### src/rtl/trap_entry_pkg.sv
package trap_entry_pkg;

   localparam logic [1:0] PRV_U = 2'd0;
   localparam logic [1:0] PRV_S = 2'd1;
   localparam logic [1:0] PRV_M = 2'd3;

   // exception code of a breakpoint, and debug cause for a software breakpoint
   localparam int unsigned CAUSE_BRK = 3;
   localparam logic [2:0]  DBGC_SWBP = 3'd1;

   typedef enum logic [2:0] {
      DST_NONE,
      DST_SUP,
      DST_MACH,
      DST_DBG_ENTER,
      DST_DBG_EXC
   } dest_e;

endpackage

### src/rtl/trap_irq_sel.sv
module trap_irq_sel
   import trap_entry_pkg::*;
#(
   parameter int IRQ_W     = 12,
   parameter bit ONEHOT_ENC = 1'b1,
   localparam int IW        = $clog2(IRQ_W)
) (
   input  logic             clk,
   input  logic             rst_n,
   input  logic [1:0]       priv_i,
   input  logic [IRQ_W-1:0] pend_i,
   input  logic [IRQ_W-1:0] ena_i,
   input  logic [IRQ_W-1:0] deleg_i,
   input  logic             mie_i,
   input  logic             sie_i,
   output logic             any_o,
   output logic [IW-1:0]    idx_o
);

   logic             m_ok, s_ok;
   logic [IRQ_W-1:0] cand, live;

   always_comb begin
      m_ok = (priv_i != PRV_M) || mie_i;
      s_ok = (priv_i == PRV_U) || ((priv_i == PRV_S) && sie_i);
      cand = pend_i & ena_i;
      live = (cand & ~deleg_i & {IRQ_W{m_ok}}) | (cand & deleg_i & {IRQ_W{s_ok}});
   end

   assign any_o = |live;

   generate
      if (ONEHOT_ENC) begin : g_isolate
         logic [IRQ_W-1:0] low;
         assign low = live & (~live + IRQ_W'(1));
         always_comb begin
            idx_o = '0;
            for (int i = 0; i < IRQ_W; i++)
               if (low[i]) idx_o = idx_o | IW'(i);
         end
      end else begin : g_scan
         always_comb begin
            idx_o = '0;
            for (int i = IRQ_W - 1; i >= 0; i--)
               if (live[i]) idx_o = IW'(i);
         end
      end
   endgenerate

   // no candidate means nothing is selected
   assert_no_cand_R2: assert property (@(posedge clk) disable iff (!rst_n)
      ((pend_i & ena_i) == '0) |-> !any_o);

   // the chosen index is pending and enabled
   assert_pick_live_R5: assert property (@(posedge clk) disable iff (!rst_n)
      any_o |-> (pend_i[idx_o] && ena_i[idx_o]));

   // at machine level a delegated source alone never fires
   assert_deleg_mmode_R4: assert property (@(posedge clk) disable iff (!rst_n)
      ((priv_i == PRV_M) && ((pend_i & ena_i & ~deleg_i) == '0)) |-> !any_o);

endmodule

### src/rtl/trap_route.sv
module trap_route
   import trap_entry_pkg::*;
#(
   parameter int XLEN  = 32,
   parameter int IRQ_W = 12,
   localparam int IW    = $clog2(IRQ_W),
   localparam int XW    = $clog2(XLEN)
) (
   input  logic             clk,
   input  logic             rst_n,
   input  logic             req_i,
   input  logic             is_irq_i,
   input  logic [IW-1:0]    irq_idx_i,
   input  logic [XLEN-1:0]  exc_cause_i,
   input  logic [1:0]       priv_i,
   input  logic [3:0]       ebreak_i,
   input  logic             dbg_busy_i,
   input  logic [IRQ_W-1:0] ideleg_i,
   input  logic [XLEN-1:0]  edeleg_i,
   output dest_e            dest_o
);

   logic brk_hit, exc_in_range, deleg_hit, low_priv;

   always_comb begin
      brk_hit      = !is_irq_i && (exc_cause_i == XLEN'(CAUSE_BRK)) && ebreak_i[priv_i];
      exc_in_range = (exc_cause_i >> XW) == '0;
      deleg_hit    = is_irq_i ? ideleg_i[irq_idx_i]
                              : (exc_in_range && edeleg_i[exc_cause_i[XW-1:0]]);
      low_priv     = (priv_i == PRV_U) || (priv_i == PRV_S);

      if (!req_i)                   dest_o = DST_NONE;
      else if (brk_hit)             dest_o = DST_DBG_ENTER;
      else if (dbg_busy_i)          dest_o = DST_DBG_EXC;
      else if (low_priv && deleg_hit) dest_o = DST_SUP;
      else                          dest_o = DST_MACH;
   end

   // supervisor routing only from user or supervisor level
   assert_sup_from_low_R9: assert property (@(posedge clk) disable iff (!rst_n)
      (dest_o == DST_SUP) |-> (priv_i == PRV_U || priv_i == PRV_S));

   // interrupts never enter debug through the breakpoint path
   assert_irq_no_dbg_R7: assert property (@(posedge clk) disable iff (!rst_n)
      is_irq_i |-> (dest_o != DST_DBG_ENTER));

endmodule

### src/rtl/trap_entry_ctrl.sv
module trap_entry_ctrl
   import trap_entry_pkg::*;
#(
   parameter int              XLEN          = 32,
   parameter int              IRQ_W         = 12,
   parameter bit              ONEHOT_ENC    = 1'b1,
   parameter logic [XLEN-1:0] DBG_ROM_START = XLEN'(32'h0000_0800),
   parameter logic [XLEN-1:0] DBG_ROM_EXC   = XLEN'(32'h0000_0808),
   localparam int             IW            = $clog2(IRQ_W)
) (
   input  logic             clk,
   input  logic             rst_n,
   input  logic [1:0]       priv_i,
   input  logic [XLEN-1:0]  cur_pc_i,
   input  logic [IRQ_W-1:0] irq_pend_i,
   input  logic [IRQ_W-1:0] irq_en_i,
   input  logic [IRQ_W-1:0] irq_deleg_i,
   input  logic [XLEN-1:0]  exc_deleg_i,
   input  logic             st_uie_i,
   input  logic             st_sie_i,
   input  logic             st_spie_i,
   input  logic             st_spp_i,
   input  logic             st_mie_i,
   input  logic             st_mpie_i,
   input  logic [1:0]       st_mpp_i,
   input  logic [3:0]       dbg_ebreak_i,
   input  logic [2:0]       dbg_cause_i,
   input  logic [XLEN-1:0]  stvec_i,
   input  logic [XLEN-1:0]  mtvec_i,
   input  logic             exc_req_i,
   input  logic [XLEN-1:0]  exc_cause_i,
   input  logic [XLEN-1:0]  exc_epc_i,
   input  logic             exc_bad_vld_i,
   input  logic [XLEN-1:0]  exc_bad_i,
   output logic             upd_vld_o,
   output logic [XLEN-1:0]  nxt_pc_o,
   output logic [1:0]       nxt_priv_o,
   output logic             wr_sup_o,
   output logic             wr_mach_o,
   output logic             wr_dbg_o,
   output logic [XLEN-1:0]  cause_o,
   output logic [XLEN-1:0]  epc_o,
   output logic             bad_we_o,
   output logic [XLEN-1:0]  bad_o,
   output logic             st_sie_o,
   output logic             st_spie_o,
   output logic             st_spp_o,
   output logic             st_mie_o,
   output logic             st_mpie_o,
   output logic [1:0]       st_mpp_o,
   output logic [2:0]       dbg_cause_o,
   output logic [1:0]       dbg_prv_o,
   output logic             resv_clr_o
);

   generate
      if (IRQ_W < 2 || IRQ_W > XLEN) begin : g_bad_irq_w
         $error("trap_entry_ctrl: IRQ_W must lie in 2..XLEN");
      end
      if (XLEN < 8) begin : g_bad_xlen
         $error("trap_entry_ctrl: XLEN too small");
      end
   endgenerate

   typedef struct packed {
      logic            vld;
      logic [XLEN-1:0] pc;
      logic [1:0]      priv;
      logic            wsup, wmach, wdbg;
      logic [XLEN-1:0] cause, epc;
      logic            bwe;
      logic [XLEN-1:0] bad;
      logic            sie, spie, spp, mie, mpie;
      logic [1:0]      mpp;
      logic [2:0]      dcause;
      logic [1:0]      dprv;
      logic            resv;
   } upd_t;

   logic            irq_any;
   logic [IW-1:0]   irq_idx;
   logic            req, prior_ie;
   logic [XLEN-1:0] cause_sel, epc_sel;
   dest_e           dest;
   upd_t            d, q;

   trap_irq_sel #(.IRQ_W(IRQ_W), .ONEHOT_ENC(ONEHOT_ENC)) u_sel (
      .clk     (clk),
      .rst_n   (rst_n),
      .priv_i  (priv_i),
      .pend_i  (irq_pend_i),
      .ena_i   (irq_en_i),
      .deleg_i (irq_deleg_i),
      .mie_i   (st_mie_i),
      .sie_i   (st_sie_i),
      .any_o   (irq_any),
      .idx_o   (irq_idx)
   );

   assign req       = irq_any || exc_req_i;
   assign cause_sel = irq_any ? ((XLEN'(1) << (XLEN - 1)) | XLEN'(irq_idx)) : exc_cause_i;
   assign epc_sel   = irq_any ? cur_pc_i : exc_epc_i;

   trap_route #(.XLEN(XLEN), .IRQ_W(IRQ_W)) u_route (
      .clk         (clk),
      .rst_n       (rst_n),
      .req_i       (req),
      .is_irq_i    (irq_any),
      .irq_idx_i   (irq_idx),
      .exc_cause_i (exc_cause_i),
      .priv_i      (priv_i),
      .ebreak_i    (dbg_ebreak_i),
      .dbg_busy_i  (dbg_cause_i != 3'd0),
      .ideleg_i    (irq_deleg_i),
      .edeleg_i    (exc_deleg_i),
      .dest_o      (dest)
   );

   always_comb begin
      unique case (priv_i)
         PRV_U:   prior_ie = st_uie_i;
         PRV_S:   prior_ie = st_sie_i;
         PRV_M:   prior_ie = st_mie_i;
         default: prior_ie = 1'b0;
      endcase
   end

   always_comb begin
      d       = '0;
      d.vld   = req;
      d.priv  = priv_i;
      d.cause = cause_sel;
      d.epc   = epc_sel;
      d.bad   = (!irq_any && exc_bad_vld_i) ? exc_bad_i : '0;
      d.sie   = st_sie_i;
      d.spie  = st_spie_i;
      d.spp   = st_spp_i;
      d.mie   = st_mie_i;
      d.mpie  = st_mpie_i;
      d.mpp   = st_mpp_i;
      unique case (dest)
         DST_DBG_ENTER: begin
            d.pc     = DBG_ROM_START;
            d.priv   = PRV_M;
            d.wdbg   = 1'b1;
            d.dcause = DBGC_SWBP;
            d.dprv   = priv_i;
            d.epc    = cur_pc_i;
         end
         DST_DBG_EXC: d.pc = DBG_ROM_EXC;
         DST_SUP: begin
            d.pc    = stvec_i;
            d.priv  = PRV_S;
            d.wsup  = 1'b1;
            d.bwe   = !irq_any && exc_bad_vld_i;
            d.spie  = prior_ie;
            d.spp   = priv_i[0];
            d.sie   = 1'b0;
            d.resv  = 1'b1;
         end
         DST_MACH: begin
            d.pc    = mtvec_i;
            d.priv  = PRV_M;
            d.wmach = 1'b1;
            d.bwe   = !irq_any && exc_bad_vld_i;
            d.mpie  = prior_ie;
            d.mpp   = priv_i;
            d.mie   = 1'b0;
            d.resv  = 1'b1;
         end
         default: ;
      endcase
   end

   always_ff @(posedge clk) begin
      if (!rst_n) begin
         q <= '0;
      end else if (d.vld) begin
         q <= d;
      end else begin
         q.vld   <= 1'b0;
         q.wsup  <= 1'b0;
         q.wmach <= 1'b0;
         q.wdbg  <= 1'b0;
         q.bwe   <= 1'b0;
         q.resv  <= 1'b0;
      end
   end

   assign upd_vld_o   = q.vld;
   assign nxt_pc_o    = q.pc;
   assign nxt_priv_o  = q.priv;
   assign wr_sup_o    = q.wsup;
   assign wr_mach_o   = q.wmach;
   assign wr_dbg_o    = q.wdbg;
   assign cause_o     = q.cause;
   assign epc_o       = q.epc;
   assign bad_we_o    = q.bwe;
   assign bad_o       = q.bad;
   assign st_sie_o    = q.sie;
   assign st_spie_o   = q.spie;
   assign st_spp_o    = q.spp;
   assign st_mie_o    = q.mie;
   assign st_mpie_o   = q.mpie;
   assign st_mpp_o    = q.mpp;
   assign dbg_cause_o = q.dcause;
   assign dbg_prv_o   = q.dprv;
   assign resv_clr_o  = q.resv;

   // every request is answered on the following edge
   assert_req_answered_R2: assert property (@(posedge clk) disable iff (!rst_n)
      (exc_req_i || irq_any) |=> upd_vld_o);

   // at most one register set is written per update
   assert_one_target_R8: assert property (@(posedge clk) disable iff (!rst_n)
      $onehot0({wr_sup_o, wr_mach_o, wr_dbg_o}));

   // an active debug session diverts ordinary traps and leaves state alone
   assert_dbg_exc_quiet_R8: assert property (@(posedge clk) disable iff (!rst_n)
      ((exc_req_i || irq_any) && (dbg_cause_i != 3'd0) &&
       !(!irq_any && exc_cause_i == XLEN'(CAUSE_BRK) && dbg_ebreak_i[priv_i]))
      |=> (nxt_pc_o == DBG_ROM_EXC && !resv_clr_o && !wr_sup_o && !wr_mach_o
           && !wr_dbg_o && nxt_priv_o == $past(priv_i)));

   // supervisor entry lands in supervisor mode with SIE cleared
   assert_sup_entry_R10: assert property (@(posedge clk) disable iff (!rst_n)
      wr_sup_o |-> (nxt_priv_o == PRV_S && !st_sie_o && resv_clr_o));

   // machine entry lands in machine mode with MIE cleared
   assert_mach_entry_R11: assert property (@(posedge clk) disable iff (!rst_n)
      wr_mach_o |-> (nxt_priv_o == PRV_M && !st_mie_o && resv_clr_o));

   // the faulting address is written only together with a trap entry
   assert_bad_gate_R12: assert property (@(posedge clk) disable iff (!rst_n)
      bad_we_o |-> (wr_sup_o || wr_mach_o));

   // the reservation pulse belongs to a valid update
   assert_resv_pulse_R13: assert property (@(posedge clk) disable iff (!rst_n)
      resv_clr_o |-> upd_vld_o);

   // debug entry goes to machine level and keeps the reservation
   assert_dbg_enter_R7: assert property (@(posedge clk) disable iff (!rst_n)
      wr_dbg_o |-> (nxt_priv_o == PRV_M && dbg_cause_o == DBGC_SWBP && !resv_clr_o));

endmodule

### config.mk
export PLATFORM = sky130hd
export DESIGN_NAME = trap_entry_ctrl
export DESIGN_NICKNAME = d
export VERILOG_FILES = /design/src/rtl/trap_entry_pkg.sv /design/src/rtl/trap_irq_sel.sv /design/src/rtl/trap_route.sv /design/src/rtl/trap_entry_ctrl.sv
export SDC_FILE = /design/constraint.sdc
export NUM_CORES = 1
export LEC_CHECK = 0
export ABC_AREA = 1
export BUFFER_PORTS_ARGS = -buffer_cell sky130_fd_sc_hd__clkbuf_2
export CAP_MARGIN = 20
export CORE_AREA = 8 8 160 162
export CTS_BUF_LIST = sky130_fd_sc_hd__clkbuf_4 sky130_fd_sc_hd__clkbuf_8 sky130_fd_sc_hd__clkbuf_16
export DETAILED_ROUTE_END_ITERATION = 10
export DIE_AREA = 0 0 168 170
export PLACE_DENSITY_LB_ADDON = 0.25
export SETUP_SLACK_MARGIN = 0.5
export SLEW_MARGIN = 20
export SYNTH_ARGS = -nofsm -noshare
export SYNTH_HDL_FRONTEND = slang
export SYNTH_SLANG_ARGS = --single-unit
### constraint.sdc
create_clock -name clk -period 2.9 [get_ports clk]
set_input_delay 0.435 -clock clk [delete_from_list [all_inputs] [get_ports clk]]
set_output_delay 0.435 -clock clk [all_outputs]
set_load 0.05 [all_outputs]
; ---- Word level (Yosys, flattened, before mapping)
; Cells that the tools add are included.
; W data, S select, Z words.
[totals]
reg_bits = 148
output_inout_bits = 148
[classes]
n_addsub = 1
magnitude_cmp = 3
n_eq_ne = 8
muxes = 37
n_bitwise = 9
reduce_logical = 19
[op_table]
columns = cell, count
row1 = $mux W32, 4
row2 = $pmux W32 S4, 1
row3 = $and A12 B12 Y12, 6
row4 = $eq A32 B2 Y1 const B, 1
row5 = $logic_not A32 Y1, 1
row6 = $mux W3, 9
row7 = $not A12 Y12, 2
row8 = $mux W4, 5
row9 = $add A12 B1 Y12 const B, 1
row10 = $or A12 B12 Y12, 1
row11 = $reduce_or A12 Y1, 1
row12 = $mux W1, 10
row13 = $eq A3 B2 Y1 const B, 2
row14 = $logic_and A1 B1 Y1, 6
row15 = $lt A5 B6 Y1 const B, 1
row16 = $mux W2, 3
row17 = $bmux W1 S5, 1
row18 = $lt A4 B5 Y1 const B, 1
row19 = $bmux W1 S4, 1
row20 = $logic_or A1 B1 Y1, 4
row21 = $pmux W2 S2, 1
row22 = $reduce_or A2 Y1, 2
row23 = $eq A3 B1 Y1 const B, 1
row24 = $eq A3 B3 Y1 const B, 1
row25 = 11 further kinds, 11

; ---- Depth between registers and ports, before layout
[depth]
word_depth = 30
ltp_mapped = 24
ltp_nobuf = 23

; ---- By module
; A second synthesis with hierarchy kept.
[hier_totals]
cells_unflattened = 1140
hier_area_um2 = 7297.0
[modules_own_cells]
columns = module, instances, cells_per_inst, area_each_um2
row1 = trap_entry_ctrl, 1, 857, 6002.0
row2 = trap_route, 1, 154, 694.4
row3 = trap_irq_sel, 1, 129, 600.6

; ---- Worst setup path after synthesis
; Ideal clock, no wire load.
[synth_path]
path_type = input -> register
from = input port priv_i[1]
to = register q (netlist bit epc_o[1])
setup_ps = 113
arrival_time_ps = 2505
t_required_ps = 2787
path_slack_ps = 281
path_stages = 22
n_path_buf = 3
cell_sequence = buf_2 > nand3_2 > buf_6 > nand2_1 > nand2_2 > nor2_4 > nand2_1 > nor2_4 > nand2_1 > nand2_1 > nor2_1 > nand3_1 > nand3_1 > a21oi_2 > nand3_1 > nand2_2 > nand3_4 > buf_6 > nand2_1 > nand2_1 > nand2_1 > nand2_1
[synth_via]
elab_chain_cells = 29
word_cells_on_any_way = 42
cone_classes = add/sub: 1 / eq/ne: 3 / mux: 22 / bitwise: 5 / reduce/logical: 11
[synth_rtl]
columns = element, line_no
row1 = "start, declared", trap_entry_ctrl.sv:13  ; input logic [1:0] priv_i,
row2 = $eq A2 B1 Y1, "trap_irq_sel.sv:25, trap_route.sv:30"
row3 = $logic_and A1 B1 Y1, trap_irq_sel.sv:25  ; s_ok = (priv_i == PRV_U) || ((priv_i == PRV_S) && sie_i);
row4 = $logic_or A1 B1 Y1, trap_irq_sel.sv:25
row5 = $and A12 B12 Y12, trap_irq_sel.sv:27  ; live = (cand & ~deleg_i & {IRQ_W{m_ok}}) | (cand & deleg_i & {IRQ_W{s_ok}});
row6 = $or A12 B12 Y12, trap_irq_sel.sv:27
row7 = $not A12 Y12, trap_irq_sel.sv:35  ; assign low = live & (~live + IRQ_W'(1));
row8 = $add A12 B1 Y12, trap_irq_sel.sv:35
row9 = $and A12 B12 Y12, trap_irq_sel.sv:35
row10 = [... 13 more ...], n/a
row11 = $mux W1, trap_route.sv:28  ; deleg_hit = is_irq_i ? ideleg_i[irq_idx_i]
row12 = $logic_and A1 B1 Y1, trap_route.sv:35  ; else if (low_priv && deleg_hit) dest_o = DST_SUP;
row13 = $mux W2, trap_route.sv:35
row14 = $mux W3, trap_route.sv:34  ; else if (dbg_busy_i) dest_o = DST_DBG_EXC;
row15 = $mux W3, trap_route.sv:33  ; else if (brk_hit) dest_o = DST_DBG_ENTER;
row16 = $mux W3, trap_route.sv:32  ; if (!req_i) dest_o = DST_NONE;
row17 = $eq A3 B2 Y1, trap_entry_ctrl.sv:141  ; unique case (dest)
row18 = $mux W32, trap_entry_ctrl.sv:141
row19 = "end, declared", trap_entry_ctrl.sv:85  ; upd_t d, q;
; Several ways; a longest one is shown, not always the timed one. The select of a mux whose other input is x is not followed.
; A chain may end at the register's enable or synchronous reset.

; ---- Final worst setup path
[layout_path]
from = input port priv_i[0]
to = register q (netlist bit epc_o[2])
; The elaborated chain is that of the path after synthesis.

==> summary.txt <==
DP HPWL = 25.9 mm
R2R Setup Slk = 2.10 ns
PnR Total Power = 6140 uW
Ys Warns = 0
Worst Tran Pin Value = 0.650 ns
Outcome = finished clean
Hold depth = 3
Wirelength per Cell = 17.3 um
Multiplexer share of the synthesized area = 0.00131
CP delay by family, top = simple AND/OR/NAND/NOR gates
Number of cells on the worst reg-to-reg path = 4
Worst path bufs/invs = 5
CTS max path bufs = 2
GRT Total Usage = 0.225
WHS Endpoint = bad_o[12]
Slew Limit Fails = 0
Initial DRC count = 616
TritonCTS clock tree = yes
Clk root buf = clkbuf_16
Dpl ws = -0.210 ns
Chip width = 168 um
Flip-flop and latch count after synthesis = 146
Max-Cap Viols = 0
Multi-input gate area in the final layout = 0.00431 mm2
Final wirelength = 34.2 mm
Pin count of the biggest net entering global routing = 52
Startpoint types = primary input
Largest family of logic cells by synthesized area = simple AND/OR/NAND/NOR gates
Area grow syn2layout = 52.6%
Final setup fails = 0
Critical Path RT = 3.22 ns
Setup slack after layout = 0.324 ns
FMAX = 388 MHz
Antenna Nets Post-Route = 0
Post-synthesis cell count = 1232
Core Region = 0.0231 mm2
Tcrit/Tclk final = 0.888
Util after Layout = 0.505
Die Y = 170 um
GRT overflow = 0
RSZ-0062 raised after global routing = true
Cts hold-fix bufs = 0
Share of layout cells above drive strength 1 = 0.381
Worst Hold Class = primary input to flip-flop
Initial antenna violation count = 2
Mapped cell area = 0.00763 mm2
Crit Path Class = primary input to flip-flop
Clock Latency Late Sink = 0.42 ns
Crit end category = flip-flop
Drt drc = 0
Worst rel slew slack = 0.563
WP data arrival = 2.89 ns
Peak supply drop = 0.340 mV
Clock transition at path regs = 0.07 ns
DR vias = 9602
IO Port Bufs = 426
Crit path cell chain = clkbuf_16 > a21oi_4 > buf_6 > nand2_1 > nand2_4 > nor2_2 > buf_4 > a21oi_1 > inv_1 > nand3_2 > nand3_2 > nand2_1 > nand2_2 > nand2_4 > nand3_4 > clkbuf_16 > nand2_1 > nand2_1 > nand2_1 > nand2_1
Worst hold margin = 0.232 ns
CTS sink cnt = 146
Num rows = 56
Filler Cells Inserted = 2397
Reg area = 0.00292 mm2
First-pass GRT wire length = 50.9 mm
Htree depth = 4
Via/cell ratio = 4.84
Reg2reg start = cause_o[31]
GPL Wtd Cong = 0.956
Leakage = 0.00643 uW
Hold Fails Final Rpt = 0
Cell mode on critical path = nand2_1
Nets = 1957
Setup TNS = 0 ns
Max incr delay on CP = 0.29 ns
Detailed Routing Iterations Pass 1 = 5
Compound-gate portion of the synthesized area = 0.0852
Worst-path fanout max = 7
Post-synth cell types = 34
Clk_skew = 0 ns
Crit-path slowest cell = a21oi_1
Starting Density = 0.331
Post-Synth Adder-Cell Area = 0
Number of I/O pins = 429
Post-Syn Area per Cell = 6.20 um2
Post-Synth Simple-Gate Area = 0.427
DIE AREA = 0.0286 mm2
Sequential area share after synthesis = 0.383
Min-delay src = exc_bad_i[12]
XOR/XNOR share of the synthesized area = 0
Via count of the first global-routing pass = 9244
FF-to-FF End = cause_o[31]
Power per cell area = 527 mW/mm2
Cts bufs inserted = 17
Post-route minimum period = 2.58 ns
==> layer usage <==
| metal | up-vias | track usage | share of wire |
|---|---|---|---|
| met3 | 51 | 0.0702 | 0.087 |
| li1 | 4814 | - | - |
| met4 | 0 | 0.0916 | 0.027 |
| met2 | 417 | 0.377 | 0.49 |
| met1 | 4320 | 0.263 | 0.40 |
| met5 | - | 0 | 0 |
==> worst max-delay path by stage <==
stage               startpoint      endpoint  slack, ns  cells past startpoint
floorplan            priv_i[1]      epc_o[1]       0.35                     22
global placement     priv_i[0]   st_mpp_o[0]      -0.16                     17
detailed placement   priv_i[0]  nxt_pc_o[11]      -0.21                     21
CTS                  priv_i[0]     epc_o[17]       0.47                     24
global route         priv_i[0]     epc_o[31]       0.20                     23
finish               priv_i[0]      epc_o[2]       0.32                     20
==> metrics by stage <==
| stage | area, um2 | cells |
|---|---|---|
| floorplan | 7730 | 1233 |
| global placement | 10300 | 1926 |
| detailed placement | 10300 | 1926 |
| CTS | 11300 | 1967 |
| global route | 11600 | 1981 |
| finish | 11600 | 1982 |
==> sequential cells by signal, summed over array words and instances, names as in the netlist, 2 cells and up <==
register	count
dbg_prv_o	2
nxt_pc_o	32
epc_o	32
bad_o	32
st_mpp_o	2
cause_o	32
nxt_priv_o	2
==> layout by cell type, fill, tap and decap left out, types with 4 or more instances in the layout <==
cell,n
o21ai_0,55
dfxtp_1,146
clkbuf_16,22
o211ai_1,6
buf_12,9
nor4_1,6
inv_6,7
buf_4,48
nor2_1,68
nand2_2,55
inv_8,4
a31oi_1,4
inv_2,6
a21oi_1,35
nand3_1,115
clkbuf_2,423
nand2_4,16
nor2_4,9
inv_1,105
nand4_1,38
nand3_2,13
o21ai_1,8
nand2_1,443
buf_6,9
nor3_1,6
==> what timing repair did <==
| item | 4_1_cts | 5_1_grt |
|---|---|---|
| endpoints found under the setup margin | 108 | 79 |
| pin swaps | 24 | 36 |
| setup buffers | 5 | 7 |
| resized for setup | 53 | 70 |
| cloned | 4 | 5 |
==> worst min-delay path, cell delays in order <==
cell	delay [ns]
clkbuf_2	0.08
inv_1	0.03
o21ai_0	0.06
==> cell usage after synthesis <==
master,instances,share of area
a21oi_1,37,0.024
a21oi_2,1,0.0011
a221oi_1,1,0.0011
a22o_1,1,0.0011
a22oi_1,1,0.00098
a31oi_1,4,0.0033
buf_1,9,0.0044
buf_2,20,0.013
buf_4,3,0.0029
buf_6,5,0.0074
clkbuf_1,38,0.019
conb_1,1,0.00049
dfxtp_1,146,0.38
inv_1,108,0.053
inv_2,8,0.0039
mux2i_1,1,0.0013
nand2_1,505,0.25
nand2_2,7,0.0057
nand2_4,2,0.0029
nand3_1,128,0.084
nand3_2,1,0.0013
nand3_4,1,0.0023
nand4_1,38,0.031
nor2_1,73,0.036
nor2_2,4,0.0033
nor2_4,2,0.0029
nor3_1,6,0.0039
nor4_1,6,0.0049
o2111ai_1,1,0.0011
o211ai_1,6,0.0059
o21ai_0,57,0.037
o21ai_1,7,0.0046
o22ai_1,1,0.00082
o32ai_1,3,0.0034
==> cell type report <==
| cell class | count | share of cell area |
|---|---|---|
| antenna | 3 | 0.000645 |
| clock buffer | 17 | 0.0365 |
| clock inverter | 15 | 0.0178 |
| inverter | 116 | 0.0392 |
| multi-input combinational | 897 | 0.370 |
| sequential | 146 | 0.251 |
| tap | 290 | 0.0312 |
| timing repair buffer | 498 | 0.254 |
==> cells by family after synthesis <==
logic type / after synthesis
DFF: 146
AOI/OAI and AO/OA: 120
other: 1
buffers and inverters: 191
muxes: 1
and+or+nand+nor: 773
==> power by group <==
part | leakage (uW) | internal, uW | switching (uW)
combinational | 0.00493 | 522 | 1030
sequential | 0.00119 | 2110 | 56.3
clock | 0.000304 | 1400 | 1030
No activity file was read; power rests on OpenSTA's default activity.
